==> src/rtl/loop_br_pkg.sv <==
package loop_br_pkg;
  typedef enum logic [1:0] {
    CMP_LT = 2'd0,
    CMP_LE = 2'd1,
    CMP_NE = 2'd2,
    CMP_GT = 2'd3
  } cmpKind_t;

  typedef struct packed {
    logic load;     // capture a new result
    logic take;     // branch back to loop top
    logic noTrain;  // keep predictor untouched
  } loopStrobe_t;
endpackage

==> src/rtl/loop_br_datapath.sv <==
module loop_br_datapath
  import loop_br_pkg::*;
#(
  parameter int XLEN = 64,
  parameter int OFFSET_W = 16,
  parameter int WORD_BYTES = 4
) (
  input  logic                clk,
  input  logic                rst_n,
  input  loopStrobe_t         strobe,
  input  logic [XLEN-1:0]     inCounter,
  input  logic [XLEN-1:0]     inStep,
  input  logic [XLEN-1:0]     inLimit,
  input  logic [OFFSET_W-1:0] inOffset,
  input  logic [XLEN-1:0]     inIp,
  output logic                cmpLess,
  output logic                cmpEqual,
  output logic [XLEN-1:0]     outCounter,
  output logic [XLEN-1:0]     outNextIp
);
  localparam int WORD_SHIFT = $clog2(WORD_BYTES);
  localparam int EXT_W = XLEN - OFFSET_W - WORD_SHIFT;

  logic [XLEN-1:0] sumCount;
  logic [XLEN-1:0] byteOffset;
  logic [XLEN-1:0] targetIp;
  logic [XLEN-1:0] fallIp;

  always_comb begin
    sumCount   = inCounter + inStep;
    cmpLess    = $signed(sumCount) < $signed(inLimit);
    cmpEqual   = sumCount == inLimit;
    byteOffset = {{EXT_W{inOffset[OFFSET_W-1]}}, inOffset, {WORD_SHIFT{1'b0}}};
    targetIp   = inIp + byteOffset;
    fallIp     = inIp + XLEN'(WORD_BYTES);
  end

  always_ff @(posedge clk) begin
    if (!rst_n) begin
      outCounter <= '0;
      outNextIp  <= '0;
    end else if (strobe.load) begin
      outCounter <= sumCount;
      outNextIp  <= strobe.take ? targetIp : fallIp;
    end
  end

  // counter result is the modular sum of the operands from the previous cycle
  assert_counter_sum_R3: assert property (@(posedge clk) disable iff (!rst_n)
    $past(strobe.load) && $past(rst_n) |-> outCounter == $past(inCounter + inStep));

  // fall-through address follows the loop instruction
  assert_fall_ip_R6: assert property (@(posedge clk) disable iff (!rst_n)
    $past(strobe.load) && !$past(strobe.take) && $past(rst_n)
      |-> outNextIp == $past(inIp) + XLEN'(WORD_BYTES));
endmodule

==> src/rtl/loop_br_control.sv <==
module loop_br_control
  import loop_br_pkg::*;
(
  input  logic        clk,
  input  logic        rst_n,
  input  logic        inValid,
  input  logic [1:0]  inKind,
  input  logic        cmpLess,
  input  logic        cmpEqual,
  output loopStrobe_t strobe,
  output logic        outValid,
  output logic        outTaken,
  output logic        outCounterWe,
  output logic        outNoTrain
);
  cmpKind_t kind;
  logic     holds;

  always_comb begin
    kind = cmpKind_t'(inKind);
    unique case (kind)
      CMP_LT:  holds = cmpLess;
      CMP_LE:  holds = cmpLess | cmpEqual;
      CMP_NE:  holds = !cmpEqual;
      CMP_GT:  holds = !cmpLess && !cmpEqual;
      default: holds = 1'b0;
    endcase
    strobe.load    = inValid;
    strobe.take    = inValid && holds;
    strobe.noTrain = inValid;
  end

  always_ff @(posedge clk) begin
    if (!rst_n) begin
      outValid     <= 1'b0;
      outTaken     <= 1'b0;
      outCounterWe <= 1'b0;
      outNoTrain   <= 1'b0;
    end else begin
      outValid     <= strobe.load;
      outTaken     <= strobe.take;
      outCounterWe <= strobe.load;
      outNoTrain   <= strobe.noTrain;
    end
  end

  // one-cycle latency from operands to result
  assert_latency_R2: assert property (@(posedge clk) disable iff (!rst_n)
    $past(rst_n) |-> outValid == $past(inValid));

  // predictor exclusion accompanies exactly the valid results
  assert_no_train_R7: assert property (@(posedge clk) disable iff (!rst_n)
    outNoTrain == outValid);

  // counter write-back on every valid result, taken or not
  assert_counter_we_R3: assert property (@(posedge clk) disable iff (!rst_n)
    outCounterWe == outValid);

  // no taken branch without a valid result
  assert_taken_valid_R9: assert property (@(posedge clk) disable iff (!rst_n)
    outTaken |-> outValid);
endmodule

==> src/rtl/loop_br_unit.sv <==
module loop_br_unit
  import loop_br_pkg::*;
#(
  parameter int XLEN = 64,
  parameter int OFFSET_W = 16,
  parameter int WORD_BYTES = 4
) (
  input  logic                clk,
  input  logic                rst_n,
  input  logic                inValid,
  input  logic [XLEN-1:0]     inCounter,
  input  logic [XLEN-1:0]     inStep,
  input  logic [XLEN-1:0]     inLimit,
  input  logic [1:0]          inKind,
  input  logic [OFFSET_W-1:0] inOffset,
  input  logic [XLEN-1:0]     inIp,
  output logic                outValid,
  output logic [XLEN-1:0]     outCounter,
  output logic                outCounterWe,
  output logic                outTaken,
  output logic [XLEN-1:0]     outNextIp,
  output logic                outNoTrain
);
  loopStrobe_t strobe;
  logic        cmpLess;
  logic        cmpEqual;

  loop_br_control u_control (
    .clk(clk), .rst_n(rst_n), .inValid(inValid), .inKind(inKind),
    .cmpLess(cmpLess), .cmpEqual(cmpEqual), .strobe(strobe),
    .outValid(outValid), .outTaken(outTaken),
    .outCounterWe(outCounterWe), .outNoTrain(outNoTrain)
  );

  loop_br_datapath #(.XLEN(XLEN), .OFFSET_W(OFFSET_W), .WORD_BYTES(WORD_BYTES)) u_datapath (
    .clk(clk), .rst_n(rst_n), .strobe(strobe),
    .inCounter(inCounter), .inStep(inStep), .inLimit(inLimit),
    .inOffset(inOffset), .inIp(inIp),
    .cmpLess(cmpLess), .cmpEqual(cmpEqual),
    .outCounter(outCounter), .outNextIp(outNextIp)
  );
endmodule

==> config.mk <==
export PLATFORM = sky130hd
export DESIGN_NAME = loop_br_unit
export DESIGN_NICKNAME = d
export VERILOG_FILES = /design/src/rtl/loop_br_pkg.sv /design/src/rtl/loop_br_datapath.sv /design/src/rtl/loop_br_control.sv /design/src/rtl/loop_br_unit.sv
export SDC_FILE = /design/constraint.sdc
export NUM_CORES = 1
export LEC_CHECK = 0
export ABC_AREA = 1
export BUFFER_PORTS_ARGS = -buffer_cell sky130_fd_sc_hd__buf_2
export CORE_UTILIZATION = 50
export DETAILED_ROUTE_END_ITERATION = 6
export PLACE_DENSITY = 0.77
export RECOVER_POWER = 25
export SKIP_LAST_GASP = 1
export SYNTH_ARGS = -nofsm -noshare
export SYNTH_HDL_FRONTEND = slang
export SYNTH_SLANG_ARGS = --single-unit
export TNS_END_PERCENT = 50
==> constraint.sdc <==
create_clock -name clk -period 8.28 [get_ports clk]
set_input_delay 1.656 -clock clk [delete_from_list [all_inputs] [get_ports clk]]
set_output_delay 1.656 -clock clk [all_outputs]
set_load 0.05 [all_outputs]
==> results.cfg <==
[critical_path]
worstPathMaxFanout = 4
cp.arrival_ns = 8.17
max_stage_delay_ns = 0.50
crit_required_ns = 8.63
slowest_stage = xor2_1
worstSetupPathType = primary input to register
cp-start-kind = primary input
cp-end-kind = register

[synth]
yosys.area.top_type = dfxtp_1
synth.area.top_cells = dfxtp_1, ha_1, nor2_1, inv_1, nand2_1
ys_seq_elements = 130
synth_nets = 2910
yosysSeqAreaShare_pct = 17.4
synth_common_cells = nor2_1, inv_1, nand2_1
synth_most_common_cell = nor2_1
synthesis.area_um2 = 15000
synth_cells = 2443
yosysUniqueCellTypes = 58
yosys_warnings = 0
synthFlopType = dfxtp_1
yosysTopAreaCellShare_pct = 17.4
postSynthAreaPerCell_um2 = 6.12
synth_edf_count = 0
async_flop_share_pct = 0

[sta]
fmax_mhz = 128
setup_viol = 0
fin_worst_skew_ns = 0
hold_viol_final = 0
period_minus_slack_ns = 7.81
finalMaxSlewViolations = 0
hold-worst-slack_ns = 0.480
rsz0062_at_grt = no
period_share_pct = 94.4
relSlewSlack_pct = 36.3
tightestPinTransition_ns = 0.956

[global_route]
grt_pass1_wl_um = 95600
grt-ovfl-total = 0
antenna_found_initial = 2
grt_pass1_vias = 18800
grt_max_degree = 85
grt_util_all_layers_pct = 39.9

[routing]
vias = 19100
drt-vias-per-instance = 5.56
wirelength_um = 62200
ant_nets = 0
drc_errors = 0
drtIter0Drc = 1808
post_drt_wl_per_cell_um = 18.1
drtPass1Iterations = 6

[die]
rows = 62
die_w_um = 175
ios = 409
die_h_um = 175
initial_core_util_pct = 51.4
die_area_um2 = 30600
coreArea_um2 = 29100

[clock_tree]
cts_buffers = 17
cts_sinks = 130
root_buffer = clkbuf_16
cts_max_path_buffers = 2
clk_pin_slew_worst_paths_ns = 0.07
tritoncts = built
clock_latency_ns = 0.45
h-tree-depth = 4

[place]
gp_congestion = 1.04
portBuffers = 408
dp_hpwl_um = 51900

[final_layout]
nets = 3510
drive_gt1_share_pct = 21.7
fillers = 2762
area_growth_pct = 30.5

[power_and_ir_drop]
p_per_area_nw_per_um2 = 169
p_leak_nw = 11.0
power_mw = 3.31
peakVddDrop_uv = 160

[run]
cap_violations = 0

[status]
outcome = finished clean

[hold_path]
worstHoldPathType = register to register
sequential cells by signal (all words and copies together), names as in the netlist:
signal,flops
u_control.outValid,1
u_datapath.outNextIp,64
u_control.outTaken,1
u_datapath.outCounter,64
path summary, 6_finish.rpt:
| path | from | slack (ns) | cells after the start | to |
|---|---|---|---|---|
| setup / recovery | inCounter[2] | 0.47 | 38 | u_datapath.outNextIp[60] |
| hold / removal | u_datapath.outNextIp[35] | 0.48 | 2 | u_datapath.outNextIp[35] |
| setup reg to reg | u_datapath.outCounter[22] | 7.41 | 4 | u_datapath.outCounter[22] |
| hold reg to reg | u_datapath.outNextIp[35] | 0.48 | 2 | u_datapath.outNextIp[35] |
per-stage QoR:
stage	instance area [um^2]	TNS [ns]	instances	setup slack, ns	utilization (%)
detailed placement	18900	-0.0205	3407	-0.0205	65.1
CTS	19600	0	3439	0.420	67.2
floorplan	15000	0	2443	0.747	-
global route	19500	0	3442	0.0263	67.1
finish	19500	0	3442	0.466	67.1
global placement	18900	0	3407	0.0984	65.1
cells in the final DEF, fill, tap and decap left out, types with 5 or more instances in the layout:
cell | netlist | layout
o21ai_0 | 177 | 177
inv_1 | 416 | 415
nor2_2 | 5 | 6
o21a_1 | 11 | 11
clkbuf_16 | 0 | 17
nand3_1 | 85 | 85
or2_1 | 8 | 8
nand4_1 | 20 | 20
a21oi_2 | 5 | 7
inv_2 | 11 | 12
a31oi_1 | 42 | 42
buf_2 | 1 | 344
nand2_1 | 371 | 369
a21o_1 | 29 | 29
ha_1 | 188 | 188
dfxtp_1 | 130 | 130
o21ai_1 | 37 | 37
nor4_1 | 9 | 8
o211ai_1 | 23 | 23
and2_1 | 5 | 5
xnor2_1 | 26 | 26
o21ai_2 | 6 | 6
buf_4 | 2 | 217
clkinv_4 | 0 | 6
a21oi_1 | 217 | 215
a221oi_1 | 5 | 5
clkbuf_1 | 38 | 63
nor2_1 | 434 | 433
nand2_2 | 9 | 11
xor2_1 | 56 | 56
nor3_1 | 15 | 13
o221ai_1 | 8 | 8
layer usage:
metal | global-route usage, % | up-vias | share of wire [%]
met1 | 46.1 | 8752 | 40
met5 | 0 | - | 0
met2 | 70.4 | 942 | 48
li1 | - | 9206 | -
met4 | 22.2 | 0 | 5.6
met3 | 5.81 | 222 | 7.0
cells by family after synthesis:
| logic type | Yosys count | synth area share (%) |
|---|---|---|
| AOI/OAI and AO/OA | 588 | 22.7 |
| xor gates and xnor gates | 84 | 5.02 |
| adders and majority gates | 190 | 16.0 |
| buffers and inverters | 471 | 11.9 |
| DFF | 130 | 17.4 |
| and+or+nand+nor | 980 | 27.0 |
worst max-delay path: cells and delay by family:
family | cells | cell delay (ns)
AOI/OAI and AO/OA | 12 | 2.22
adders and majority gates | 4 | 1.33
buffers and inverters | 5 | 0.49
xor gates and xnor gates | 1 | 0.50
and+or+nand+nor | 16 | 1.98
cell type report:
cell class                 instances  area, um^2  area share, %
multi-input combinational       1842       10600           54.4
timing repair buffer             625        3610           18.5
sequential                       130        2600           13.3
inverter                         427        1600           8.21
tap                              384         480           2.46
clock buffer                      18         439           2.25
clock inverter                    14         171          0.878
antenna                            2        5.00         0.0256
repair_timing:
| item | 4_1_cts | 5_1_grt |
|---|---|---|
| hold buffers | 0 | 0 |
| resized for setup | 0 | 8 |
| setup buffers | 0 | 1 |
| endpoints found under the hold margin | 0 | 0 |
| endpoints found under the setup margin | 0 | 10 |
power breakdown:
part           total, mW  switching [mW]  internal [mW]
Sequential         0.736          0.0431          0.693
Combinational       1.74            1.13          0.609
Clock              0.834           0.372          0.462
No activity file was read; power rests on OpenSTA's default activity.
